===== config.mk =====
export PLATFORM = sky130hd
export DESIGN_NAME = nand_ecc_fixer
export DESIGN_NICKNAME = d
export VERILOG_FILES = /design/src/rtl/necc_pkg.sv /design/src/rtl/necc_popcount.sv /design/src/rtl/necc_classify.sv /design/src/rtl/nand_ecc_fixer.sv
export SDC_FILE = /design/constraint.sdc
export NUM_CORES = 1
export LEC_CHECK = 0
export BUFFER_PORTS_ARGS = -buffer_cell sky130_fd_sc_hd__buf_2
export CORE_MARGIN = 1.5
export CORE_UTILIZATION = 48
export CTS_BUF_LIST = sky130_fd_sc_hd__clkbuf_4
export DETAILED_ROUTE_END_ITERATION = 8
export GPL_TIMING_DRIVEN = 0
export PLACE_DENSITY = 0.79
export SLEW_MARGIN = 20
export SYNTH_ARGS = -nofsm -noshare
export SYNTH_HDL_FRONTEND = slang
export SYNTH_SLANG_ARGS = --single-unit

===== constraint.sdc =====
create_clock -name clk_i -period 0.81 [get_ports clk_i]
set_input_delay 0 -clock clk_i [delete_from_list [all_inputs] [get_ports clk_i]]
set_output_delay 0 -clock clk_i [all_outputs]
set_load 0.05 [all_outputs]

===== src/rtl/necc_pkg.sv =====
package necc_pkg;
  typedef enum logic [1:0] {
    ST_CLEAN  = 2'd0,
    ST_CODE   = 2'd1,
    ST_FIXED  = 2'd2,
    ST_UNCORR = 2'd3
  } necc_status_e;
endpackage


===== src/rtl/necc_popcount.sv =====
module necc_popcount #(
  parameter int WIDTH = 24,
  localparam int LEVELS = $clog2(WIDTH),
  localparam int LEAVES = 1 << LEVELS,
  localparam int CW = $clog2(WIDTH + 1)
) (
  input  logic [WIDTH-1:0] data_i,
  output logic [CW-1:0]    count_o
);
  // heap-ordered adder tree: node k sums children 2k+1 and 2k+2
  logic [CW-1:0] node [2*LEAVES-1];

  for (genvar i = 0; i < LEAVES; i++) begin : g_leaf
    if (i < WIDTH) begin : g_bit
      assign node[LEAVES-1+i] = CW'(data_i[i]);
    end else begin : g_pad
      assign node[LEAVES-1+i] = '0;
    end
  end

  for (genvar k = 0; k < LEAVES - 1; k++) begin : g_sum
    assign node[k] = node[2*k+1] + node[2*k+2];
  end

  assign count_o = node[0];
endmodule


===== src/rtl/necc_classify.sv =====
module necc_classify
  import necc_pkg::*;
#(
  parameter int CODE_W = 24,
  parameter int HALF_W = 11
) (
  input  logic [CODE_W-1:0] calc_i,
  input  logic [CODE_W-1:0] stored_i,
  output necc_status_e      status_o,
  output logic [HALF_W-1:0] loc_o
);
  localparam int CW = $clog2(CODE_W + 1);

  logic [CODE_W-1:0] syn;
  logic [CW-1:0]     weight;
  logic [HALF_W-1:0] pair;

  assign syn  = calc_i ^ stored_i;
  assign pair = syn[HALF_W-1:0] ^ syn[2*HALF_W-1:HALF_W];

  necc_popcount #(.WIDTH(CODE_W)) u_pop (
    .data_i (syn),
    .count_o(weight)
  );

  always_comb begin
    status_o = ST_CLEAN;
    loc_o    = '0;
    if (syn == '0 || calc_i == '0 || stored_i == '0) begin
      status_o = ST_CLEAN;
    end else if (weight == CW'(1)) begin
      status_o = ST_CODE;
    end else if (weight == CW'(HALF_W) && (&pair)) begin
      status_o = ST_FIXED;
      loc_o    = syn[HALF_W-1:0];
    end else begin
      status_o = ST_UNCORR;
    end
  end

  // p_fixed_weight_r6: tree weight must agree with a direct count
  always_comb begin
    if (status_o == ST_FIXED)
      p_fixed_weight_r6: assert ($countones(syn) == HALF_W);
    if (status_o == ST_CODE)
      p_code_onehot_r5: assert ($onehot(syn));
  end
endmodule


===== src/rtl/nand_ecc_fixer.sv =====
module nand_ecc_fixer
  import necc_pkg::*;
#(
  parameter int CODE_W = 24,
  parameter int HALF_W = 11
) (
  input  logic                  clk_i,
  input  logic                  rst_ni,
  input  logic                  start_i,
  input  logic                  wide_i,
  input  logic [2*CODE_W-1:0]   calc_code_i,
  input  logic [2*CODE_W-1:0]   stored_code_i,
  output logic                  valid_o,
  output logic                  fail_o,
  output logic [1:0]            lo_status_o,
  output logic [HALF_W-3:0]     lo_byte_o,
  output logic [2:0]            lo_bit_o,
  output logic [1:0]            hi_status_o,
  output logic [HALF_W-3:0]     hi_byte_o,
  output logic [2:0]            hi_bit_o
);
  localparam int HALVES = 2;
  localparam int BYTE_W = HALF_W - 2;

  necc_status_e       st_d   [HALVES];
  logic [BYTE_W-1:0]  byte_d [HALVES];
  logic [2:0]         bit_d  [HALVES];
  logic [HALVES-1:0]  err_d;

  necc_status_e       st_q   [HALVES];
  logic [BYTE_W-1:0]  byte_q [HALVES];
  logic [2:0]         bit_q  [HALVES];
  logic               fail_q, valid_q;

  for (genvar h = 0; h < HALVES; h++) begin : g_half
    necc_status_e      raw_st;
    logic [HALF_W-1:0] loc;
    logic              judged;

    necc_classify #(.CODE_W(CODE_W), .HALF_W(HALF_W)) u_cls (
      .calc_i  (calc_code_i[h*CODE_W +: CODE_W]),
      .stored_i(stored_code_i[h*CODE_W +: CODE_W]),
      .status_o(raw_st),
      .loc_o   (loc)
    );

    assign judged    = (h == 0) || wide_i;
    assign st_d[h]   = judged ? raw_st : ST_CLEAN;
    assign byte_d[h] = (judged && raw_st == ST_FIXED) ? {1'(h), loc[HALF_W-1:3]} : '0;
    assign bit_d[h]  = (judged && raw_st == ST_FIXED) ? loc[2:0] : '0;
    assign err_d[h]  = st_d[h] == ST_CODE || st_d[h] == ST_UNCORR;

    always_ff @(posedge clk_i or negedge rst_ni) begin
      if (!rst_ni) begin
        st_q[h]   <= ST_CLEAN;
        byte_q[h] <= '0;
        bit_q[h]  <= '0;
      end else if (start_i) begin
        st_q[h]   <= st_d[h];
        byte_q[h] <= byte_d[h];
        bit_q[h]  <= bit_d[h];
      end
    end
  end

  always_ff @(posedge clk_i or negedge rst_ni) begin
    if (!rst_ni) begin
      valid_q <= 1'b0;
      fail_q  <= 1'b0;
    end else begin
      valid_q <= start_i;
      if (start_i) fail_q <= |err_d;
    end
  end

  assign valid_o     = valid_q;
  assign fail_o      = fail_q;
  assign lo_status_o = st_q[0];
  assign lo_byte_o   = byte_q[0];
  assign lo_bit_o    = bit_q[0];
  assign hi_status_o = st_q[1];
  assign hi_byte_o   = byte_q[1];
  assign hi_bit_o    = bit_q[1];

  p_valid_follows_start_r2: assert property (@(posedge clk_i) disable iff (!rst_ni)
    start_i |=> valid_o);
  p_valid_only_after_start_r2: assert property (@(posedge clk_i) disable iff (!rst_ni)
    !start_i |=> !valid_o);
  p_fail_matches_status_r9: assert property (@(posedge clk_i) disable iff (!rst_ni)
    fail_o == (lo_status_o inside {2'd1, 2'd3} || hi_status_o inside {2'd1, 2'd3}));
  p_loc_zero_unless_fixed_r6: assert property (@(posedge clk_i) disable iff (!rst_ni)
    lo_status_o != 2'd2 |-> (lo_byte_o == '0 && lo_bit_o == '0));
  p_hi_offset_r8: assert property (@(posedge clk_i) disable iff (!rst_ni)
    hi_status_o == 2'd2 |-> hi_byte_o[BYTE_W-1]);
  p_lo_no_offset_r8: assert property (@(posedge clk_i) disable iff (!rst_ni)
    !lo_byte_o[BYTE_W-1]);
  p_narrow_hi_clean_r8: assert property (@(posedge clk_i) disable iff (!rst_ni)
    (start_i && !wide_i) |=> (hi_status_o == 2'd0 && hi_byte_o == '0));
  p_hold_r11: assert property (@(posedge clk_i) disable iff (!rst_ni)
    !start_i |=> ($stable(lo_status_o) && $stable(hi_status_o) && $stable(fail_o)
                  && $stable(lo_byte_o) && $stable(hi_byte_o)));
endmodule


After elaboration in Yosys (flattened, before gate mapping)
Cells that the tools add are included.
- equal/unequal tests: 10
- add/subtract/negate cells: 46
- bitwise operators: 4
- reduce and logical (&&, ||, !) cells: 18
- mux-type cells: 17
- operators with widths (kind ; number):
    $logic_not 24->1 ; 6
    $add 5x5->5 ; 20
    $mux 11 ; 6
    $add 1x1->2 ; 24
    $xor 24x24->24 ; 2
    $reduce_and 11->1 ; 2
    $xor 11x11->11 ; 2
    $add 5x2->5 ; 2
    $eq 5x1->1 const B ; 2
    $eq 5x4->1 const B ; 2
    $mux 2 ; 5
    $mux 9 ; 1
    $eq 2x2->1 const B ; 4
    $mux 8 ; 1
    $logic_or 1x1->1 ; 6
    $mux 3 ; 2
    $eq 2x1->1 const B ; 2
    $logic_and 1x1->1 ; 3
    $mux 1 ; 2
    $reduce_or 2->1 ; 1
- word-level logic and storage cells: 103
- output and inout bits: 30
- bits of input ports: 100
- register bits: 30

Depth between registers and ports, before layout
Gate-level depths: netlist of the first run.
- word-level depth: 15
- gate-level depth with buffers: 20
- mapped depth without buffers: 19

Cells and area by module
Synthesis of the first run repeated with hierarchy kept, for this count alone.
- cells, all modules: 484
- area, all modules: 4161.5 sq um
- by module, submodules not included (module ; area an instance (sq um) ; times used ; sequential area each (sq um) ; cells an instance):
    necc_popcount ; 752.0 ; 2 ; 0.0 ; 75
    necc_classify ; 685.7 ; 2 ; 0.0 ; 107
    nand_ecc_fixer ; 1286.2 ; 1 ; 725.7 ; 120

Worst setup path after synthesis of the first run
No wires, ideal clock.
- kind: input-to-reg
- start: input port stored_code_i[9]
- end: register byte_q (netlist bit lo_byte_o[7])
- data required time: 709 ps
- arrival: 4545 ps
- cell stages on the path: 20
- setup slack: -3836 ps
- buffers on the path: 1
- library setup time: 101 ps
- cells stage by stage: xor2_1 -> inv_1 -> ha_1 -> inv_1 -> fa_1 -> inv_1 -> fa_1 -> fa_1 -> inv_1 -> fa_1 -> fa_1 -> inv_1 -> fa_1 -> a21o_1 -> a21oi_1 -> xnor2_1 -> nor4_1 -> nand2_1 -> buf_2 -> o32ai_1
- longest elaborated chain between the ends: 13
- elaborated cells between the ends (all ways): 23
- those cells by class: add/sub: 5; eq/ne: 3; mux: 7; bitwise: 2; reduce/logical: 6
- ends and longest elaborated chain (element ; line ; text):
    start: declaration ; nand_ecc_fixer.sv:12 ; input logic [2*CODE_W-1:0] stored_code_i,
    $xor 24x24->24 ; necc_classify.sv:18 ; assign syn = calc_i ^ stored_i;
    $add 1x1->2 ; necc_popcount.sv:22 ; assign node[k] = node[2*k+1] + node[2*k+2];
    $add 5x5->5 (4 in a row) ; necc_popcount.sv:22 ;
    $eq 5x4->1 ; necc_classify.sv:33 ; end else if (weight == CW'(HALF_W) && (&pair)) begin
    $logic_and 1x1->1 ; necc_classify.sv:33 ;
    $mux 1 ; necc_classify.sv:33 ;
    $mux 2 ; necc_classify.sv:31 ; end else if (weight == CW'(1)) begin
    $mux 2 ; necc_classify.sv:29 ; if (syn == '0 || calc_i == '0 || stored_i == '0) begin
    $eq 2x2->1 ; -- ;
    $mux 8 * ; nand_ecc_fixer.sv:49 ; assign byte_d[h] = (judged && raw_st == ST_FIXED) ? {1'(h), loc[HALF_W-1:3]} : '0;
    end signal: indexed assignment ; nand_ecc_fixer.sv:60 ; byte_q[h] <= byte_d[h];
    end: declaration ; nand_ecc_fixer.sv:31 ; logic [BYTE_W-1:0] byte_q [HALVES];
Mark *: on every way between the ends. The rest lies on a longest branch, timed or not.
A chain may end at the register's enable or synchronous reset.

Final worst setup path of the first run
- start: input port stored_code_i[39]
- end: register fail_q (netlist: fail_o)
- longest elaborated chain between the ends: 15
- elaborated cells between the ends (all ways): 23
- those cells by class: add/sub: 5; eq/ne: 4; mux: 4; bitwise: 2; reduce/logical: 8
- ends and longest elaborated chain (element ; line ; text):
    $xor 24x24->24 ; necc_classify.sv:18 ;
    $add 1x1->2 ; necc_popcount.sv:22 ;
    $add 5x5->5 (4 in a row) ; necc_popcount.sv:22 ;
    $eq 5x4->1 ; necc_classify.sv:33 ;
    $logic_and 1x1->1 ; necc_classify.sv:33 ;
    $mux 1 ; necc_classify.sv:33 ;
    $mux 2 ; necc_classify.sv:31 ;
    $mux 2 * ; necc_classify.sv:29 ;
    $mux 2 * ; nand_ecc_fixer.sv:48 ; assign st_d[h] = judged ? raw_st : ST_CLEAN;
    $eq 2x1->1 or $eq 2x2->1 (tied branches) ; nand_ecc_fixer.sv:51 ; assign err_d[h] = st_d[h] == ST_CODE || st_d[h] == ST_UNCORR;
    $logic_or 1x1->1 * ; nand_ecc_fixer.sv:51 ;
    $reduce_or 2->1 * ; nand_ecc_fixer.sv:72 ; if (start_i) fail_q <= |err_d;
    end signal: assignment ; nand_ecc_fixer.sv:72 ;
    end: declaration ; nand_ecc_fixer.sv:33 ; logic fail_q, valid_q;
Marks and branches as above.

==> impl_results.md, run 1 <==
* Most frequent cells in the layout: inv_1 (109), buf_2 (84), ha_1 (49), buf_4 (46), buf_6 (40)
* Gr ovfl total at 0
* WL final at 16870 µm
* M1 wire length at 5491 µm
* CTS Buf Count at 5
* Worst skew pair latency at 0.32 ns
* Diode count at 0
* Final Max Tran Viols at 0
* CTS max path bufs at 2
* Largest cells by area after synthesis: dfrtp_1 (18%), fa_1 (18%), ha_1 (17%), inv_1 (12%), xnor2_1 (11%)
* Sequential cell area at 726.9 µm²
* Reg-to-Reg End: lo_bit_o[2]
* Area growth from synthesis to layout at 59.40%
* Top routing layer used: met4
* Residual DRC count at 0
* Critical path endpoint category: flip-flop
* Core Region at 8175 µm²
* FILL cells at 435
* Distinct cells, synth at 40
* Worst hold endpoint: hi_byte_o[6]
* Final Critical Period at 4.701 ns
* Largest net degree at the start of global routing at 30
* GRT Util Overall at 29.59%
* CTS H-tree lvls at 2
* WHS Path Cells at 3
* Final Setup Violations at 57
* Achievable Freq at 212.7 MHz
* HPWL after DPL at 9282 µm
* Die area at 8962 µm²
* Initial antenna violation count at 0
* Final setup margin at -3.891 ns
* Vias per inst at 6.025
* Syn Area/Cell at 9.295 µm²
* Final period utilization at 580.4%
* Clock sink count at 29
* RSZ-0062 raised after global routing: true
* Reg2reg start: lo_bit_o[2]
* Row cnt at 33
* # IOs at 130
* Type of the tightest min-delay check: in -> reg
* Worst Reg-to-Reg Cells at 3
* Leading cell type in the layout, fill and taps excluded: inv_1
* GP Congestion at 0.8913
* WS Path Type: in -> reg
* Peak supply drop at 2318 µV
* TritonCTS clock tree: built
* Vias in the first global route at 4307
* Die width at 94.67 µm
* Status: complete, but fails checks
* CP Cell Sequence: buf_2, xor2_2, inv_1, ha_1, inv_1, fa_1, inv_1, fa_1, fa_1, inv_1, fa_1, fa_2, inv_2, fa_2, or2_4, o22ai_4, nand4_1, nor4_4, buf_4, nor2b_2, a221o_1
* CP Data Arrival Time at 4.91 ns
* Final hold violation count at 0
* Share of cells above drive strength 1 at 45.89%
* Worst Tran Pin Value at 1.146 ns
* Syn_nets at 624
* Max stage delay on crit path at 0.54 ns
* Reg2Reg Setup Slack at -0.13 ns
* Critical Path RT at 1.02 ns
* Slowest cell on crit path: fa_1
* Largest fanout on the critical path at 2
* Synth warn at 0
* Die span in y at 94.67 µm
* Wire length on met3 at 1270 µm
* Area of the multi-input gates at 3626 µm²
* Finished Core Util at 78.65%
* Failing checks: setup timing
* Yosys top cell by area: dfrtp_1
* IO Port Bufs at 128
* Startpoint Class: primary input
* Max Cap Viol at 0
* NumNets Final at 810
* Leak Pwr at 3.190 nW
* Initial core utilization at 49.34%
* DR WL/cell at 23.24 µm
* #FFs+latches synth at 29
* Yosys top cell area share at 17.99%
* Worst slew margin at 23.58%
* Setup WS pre-CTS at -4.312 ns
* WL met2 at 8607 µm
* CTS clock-pin slew for the worst setup and hold paths at 0.11 ns
* Mapped Cells at 434
* First-pass GRT wire length at 20110 µm
* Post-DRT Antenna Nets at 0
* Initial DRC count at 317
* Mapped Area at 4034 µm²
* P per Cell Area at 3144 nW/µm²
* Register area share after synthesis at 17.99%
* Clock Tree Root: clkbuf_4
* Clock Skew at 0 ns
* Vias at 4374
* Pre-Repair DR Iteration Count at 5
* Min-Delay Startpoint: stored_code_i[33]
-- area by class of cell --
class                           count  share of cell area [%]
Buffer                              6                  0.9340
Clock buffer                        5                  0.5838
Tap cell                          105                   2.043
Multi-Input combinational cell    273                   56.39
Sequential cell                    29                   11.31
Clock inverter                      3                  0.6421
Timing Repair Buffer              179                   20.74
Inverter                          126                   7.356
-- timing repair --
item	4_1_cts	5_1_grt
pin swaps	17	9
cloned	2	0
setup endpoints to repair	57	57
endpoints found under the hold margin	31	0
setup buffers	31	15
resized for setup	135	43
hold buffers	3	0
-- synth_stat cells --
master,number
inv_1,126
ha_1,54
xnor2_1,51
fa_1,36
dfrtp_1,29
nor4_1,27
xor2_1,20
nand4_1,14
o2bb2ai_1,12
o32ai_1,11
nand2_1,8
o21ai_0,5
a21o_1,4
nor2_1,3
nor2b_1,3
a21oi_1,2
buf_2,2
clkbuf_1,2
nand3_1,2
nor3b_1,2
nor4_2,2
a21boi_0,1
a221o_1,1
a22o_1,1
a311oi_1,1
and3_1,1
and3b_1,1
and4_1,1
buf_4,1
buf_6,1
conb_1,1
nand2b_1,1
o21bai_1,1
o221a_2,1
o22ai_1,1
o311ai_0,1
o41ai_2,1
or2_2,1
or3_1,1
xnor2_2,1
-- metrics by stage --
| stage | area, µm² | power (mW) | hold slack (ns) | instances | TNS (ns) |
|---|---|---|---|---|---|
| 2_1_floorplan | 4288 | 12.01 | -0.2956 | 434 | -99.32 |
| 3_3_place_gp | 5060 | 14.20 | 0.04384 | 667 | -114.28 |
| 3_5_place_dp | 5060 | 14.74 | 0.05049 | 667 | -116.55 |
| 4_1_cts | 6037 | 17.64 | 0.05169 | 711 | -102.58 |
| 5_1_grt | 6430 | 21.27 | 0.06717 | 726 | -113.15 |
| 6_report | 6430 | 20.22 | 0.06948 | 726 | -110.08 |
-- worst max-delay path by stage --
stage	startpoint	end	slack (ns)	cells past startpoint
global placement	stored_code_i[9]	lo_bit_o[0]	-4.21	21
detailed placement	stored_code_i[9]	lo_bit_o[1]	-4.31	21
global route	calc_code_i[9]	lo_byte_o[6]	-3.99	22
finish	stored_code_i[39]	fail_o	-3.89	21
floorplan	stored_code_i[3]	lo_bit_o[0]	-3.71	20
CTS	calc_code_i[25]	fail_o	-3.64	21
-- cell families (layout without fill, tap and decap cells) --
| family | after synthesis | after routing | synth area share (%) |
|---|---|---|---|
| xor+xnor | 72 | 72 | 15.82 |
| compound gates | 43 | 43 | 8.716 |
| other cells | 1 | 1 | 0.09296 |
| flops | 29 | 29 | 17.99 |
| buf+inv | 132 | 319 | 12.62 |
| simple gates | 67 | 67 | 10.14 |
| fa+ha+maj | 90 | 90 | 34.62 |
-- sequential cells by signal, summed over array words and instances (netlist names) --
| name | cells |
|---|---|
| hi_byte_o | 9 |
| lo_byte_o | 8 |
| hi_bit_o | 3 |
| lo_bit_o | 3 |
| hi_status_o | 2 |
| lo_status_o | 2 |
| fail_o | 1 |
| valid_o | 1 |
-- per-layer routing --
layer,vias to the layer above,global-route usage [%]
li1,1771,-
met3,132,5.717
met1,2103,30.79
met2,368,56.19
met4,0,14.18
met5,-,0
-- critical path, delay by kind of cell --
kind,cells,cell delay (ns)
buf+inv,7,0.67
fa+ha+maj,7,2.91
xor+xnor,1,0.24
simple gates,4,0.73
compound gates,2,0.36
-- report_power, final --
group / leakage (nW) / total [mW] / switching, mW / internal (mW)
clock network: 0.0389 / 1.22 / 0.581 / 0.639
registers: 0.388 / 1.55 / 0.0427 / 1.51
logic: 2.76 / 17.4 / 9.56 / 7.88
Note: power is estimated with default switching activity, not from simulation.
==> inputs of run 2 (changes only) <==
--- a/config.mk
+++ b/config.mk
@@ -6,12 +6,14 @@
 export NUM_CORES = 1
 export LEC_CHECK = 0
 export BUFFER_PORTS_ARGS = -buffer_cell sky130_fd_sc_hd__buf_2
+export CELL_PAD_IN_SITES_DETAIL_PLACEMENT = 2
+export CELL_PAD_IN_SITES_GLOBAL_PLACEMENT = 2
 export CORE_MARGIN = 1.5
-export CORE_UTILIZATION = 48
+export CORE_UTILIZATION = 28
 export CTS_BUF_LIST = sky130_fd_sc_hd__clkbuf_4
 export DETAILED_ROUTE_END_ITERATION = 8
 export GPL_TIMING_DRIVEN = 0
-export PLACE_DENSITY = 0.79
+export PLACE_DENSITY_LB_ADDON = 0.1
 export SLEW_MARGIN = 20
 export SYNTH_ARGS = -nofsm -noshare
 export SYNTH_HDL_FRONTEND = slang
==> impl_results.md, run 2 (synthesis results as in run 1) <==
* Peak supply drop at 2311 µV (-0.29%)
* HPWL after DPL at 12040 µm (+30%)
* Final Max Tran Viols at 0 (unchanged)
* CTS H-tree lvls at 2 (unchanged)
* Residual DRC count at 0 (unchanged)
* Gr ovfl total at 0 (unchanged)
* Final Critical Period at 4.945 ns (+0.2436 ns)
* Area growth from synthesis to layout at 72.74%
* Finished Core Util at 49.81% (-29 points)
* Crit path depth at 21 (unchanged)
* Pre-Repair DR Iteration Count at 4 (-1)
* Initial core utilization at 28.84% (-21 points)
* Reg2reg start: fail_o
* Vias in the first global route at 4683 (+8.7%)
* Final TNS setup at -115.80 ns (-5.720 ns)
* Die width at 123.0 µm (+30%)
* Vias at 4413 (+0.89%)
* CP Data Arrival Time at 5.23 ns (+0.32 ns)
* First-pass GRT wire length at 27750 µm (+38%)
* Dpl cell area at 5154 µm² (+1.9%)
* Final hold violation count at 0 (unchanged)
* Failing checks: setup timing
* DR WL/cell at 29.49 µm (+27%)
* Leading cell type in the layout, fill and taps excluded: inv_1
* Top cell family by delay on the critical path: adder cells
* CP Cell Sequence: buf_2, xnor2_4, ha_1, inv_1, fa_1, inv_1, fa_1, fa_1, inv_2, fa_1, fa_2, inv_2, fa_2, or2_4, o22ai_4, nand4_1, nor4_4, buf_6, nand2_4, buf_8, o2bb2ai_4
* Row cnt at 43 (+30%)
* Worst slew margin at 19.31% (-4.3 points)
* GRT Util Overall at 24.97% (-4.6 points)
* Status: complete, but fails checks
* Critical Path RT at 1.09 ns (+0.07 ns)
* Initial antenna violation count at 2 (+2)
* WS Path Type: in -> reg
* Largest net degree at the start of global routing at 30 (unchanged)
* Share of cells above drive strength 1 at 50.30% (+4.4 points)
* Post-DRT Antenna Nets at 0 (unchanged)
* CTS max path bufs at 2 (unchanged)
* Final setup margin at -4.135 ns (-0.2436 ns)
* Hold WS at 0.04706 ns (-0.02242 ns)
* Achievable Freq at 202.2 MHz (-4.9%)
* Most frequent cells in the layout: inv_1 (104), buf_4 (92), buf_2 (82), ha_1 (48), buf_6 (46)
* CP dominant cell by count: fa_1
* Initial DRC count at 230 (-27%)
* NumNets Final at 855 (+5.6%)
* Clock Skew at 0 ns (unchanged)
* Type of the tightest min-delay check: in -> reg
* Critical Path Sink: hi_bit_o[0]
* Max Cap Viol at 0 (unchanged)
* P per Cell Area at 3036 nW/µm² (-3.4%)
* Die span in y at 123.0 µm (+30%)
* Critical path endpoint category: flip-flop
* CTS clock-pin slew for the worst setup and hold paths at 0.15 ns (+0.04 ns)
* RSZ-0062 raised after global routing: true
* # IOs at 130 (unchanged)
* TritonCTS clock tree: built
* IO Port Bufs at 128 (unchanged)
* Die area at 15140 µm² (+69%)
* Slowest cell on crit path: fa_1
* Reg2Reg Setup Slack at -0.14 ns (about the same)
* Worst Tran Pin Value at 1.210 ns (+0.06406 ns)
* Fin area at 6968 µm² (+8.4%)
* Vias per inst at 5.198 (-14%)
* Setup WS pre-CTS at -4.524 ns (-0.2114 ns)
* Final period utilization at 610.5% (+30 points)
* Core Region at 13990 µm² (+71%)
* Startpoint Class: primary input
* Fin cells at 849 (+17%)
* Worst Setup SP: calc_code_i[33]
* DP Cell Count at 742 (+11%)
* Final Setup Violations at 57 (unchanged)
* Largest register FFs at 9 (unchanged)
* Total power at 21.15 mW (+4.6%)
* Clock sink count at 29 (unchanged)
* Worst Reg-to-Reg Cells at 1 (-2)
* Reg-to-Reg End: fail_o
* WL final at 25040 µm (+48%)
* CTS Buf Count at 5 (unchanged)
* Clock Tree Root: clkbuf_4
* Max stage delay on crit path at 0.56 ns (+0.02 ns)
* Largest fanout on the critical path at 5 (+3)
* CP Buf/Inv Count at 7 (unchanged)
* Worst skew pair latency at 0.39 ns (+0.07 ns)
* Leak Pwr at 3.444 nW (+7.9%)
* GP Congestion at 0.8290 (-7.0%)
## run 2: cell count changes in the layout (fill, tap and decap cells not counted), sizes merged
cell / before / now
buf: 177 / 225
clkinv: 1 / 3
clkbuf: 10 / 7
bufinv: 1 / 0
clkinvlp: 1 / 0
diode: 0 / 3
## run 2: repair_timing
| item | in CTS | in global routing |
|---|---|---|
| hold buffers | 3 | 0 |
| hold endpoints to repair | 31 | 0 |
| buffers inserted | 61 | 31 |
| pin swaps | 12 | 25 |
| cloned | 2 | 0 |
| gates resized for setup | 137 | 70 |
| endpoints found under the setup margin | 57 | 57 |
## run 2: area by class of cell
cell class | instances | area [µm²]
diodes | 3 | 7.507
plain buffers | 6 | 52.55
clock buffers | 5 | 37.54
clock inverters | 3 | 12.51
fillers | 1430 | 7020
inverters | 126 | 475.5
multi-input cells | 273 | 3752
flip-flops and latches | 29 | 725.7
well taps | 180 | 225.2
repair buffers | 224 | 1679
## run 2: worst min path at each step
stage	start	endpoint	slack, ns	cells past startpoint
global route	stored_code_i[34]	hi_byte_o[7]	0.05	3
CTS	calc_code_i[34]	hi_byte_o[7]	0.05	3
global placement	rst_ni	hi_byte_o[0]	0.06	1
finish	stored_code_i[34]	hi_byte_o[7]	0.05	3
floorplan	rst_ni	fail_o	-0.30	0
detailed placement	rst_ni	hi_byte_o[3]	0.07	1
## run 2: where the power goes
group	switching [mW]	total (mW)	internal, mW
Clock	0.721	1.04	0.315
Combinational	10.1	18.5	8.44
Sequential	0.0661	1.58	1.51
## run 2: metal layers
layer	track usage, %	wire length, µm	vias to the layer above
met5	0	0	-
met2	44.17	13000	201
li1	-	-	1854
met1	31.64	9621	2283
met3	3.229	1126	75
met4	7.687	1284	0
## run 2: worst min-delay path: cells and delay by family
family	cells	cell delay, ns
xor+xnor	1	0.19
compound gates	1	0.08
buf+inv	1	0.15
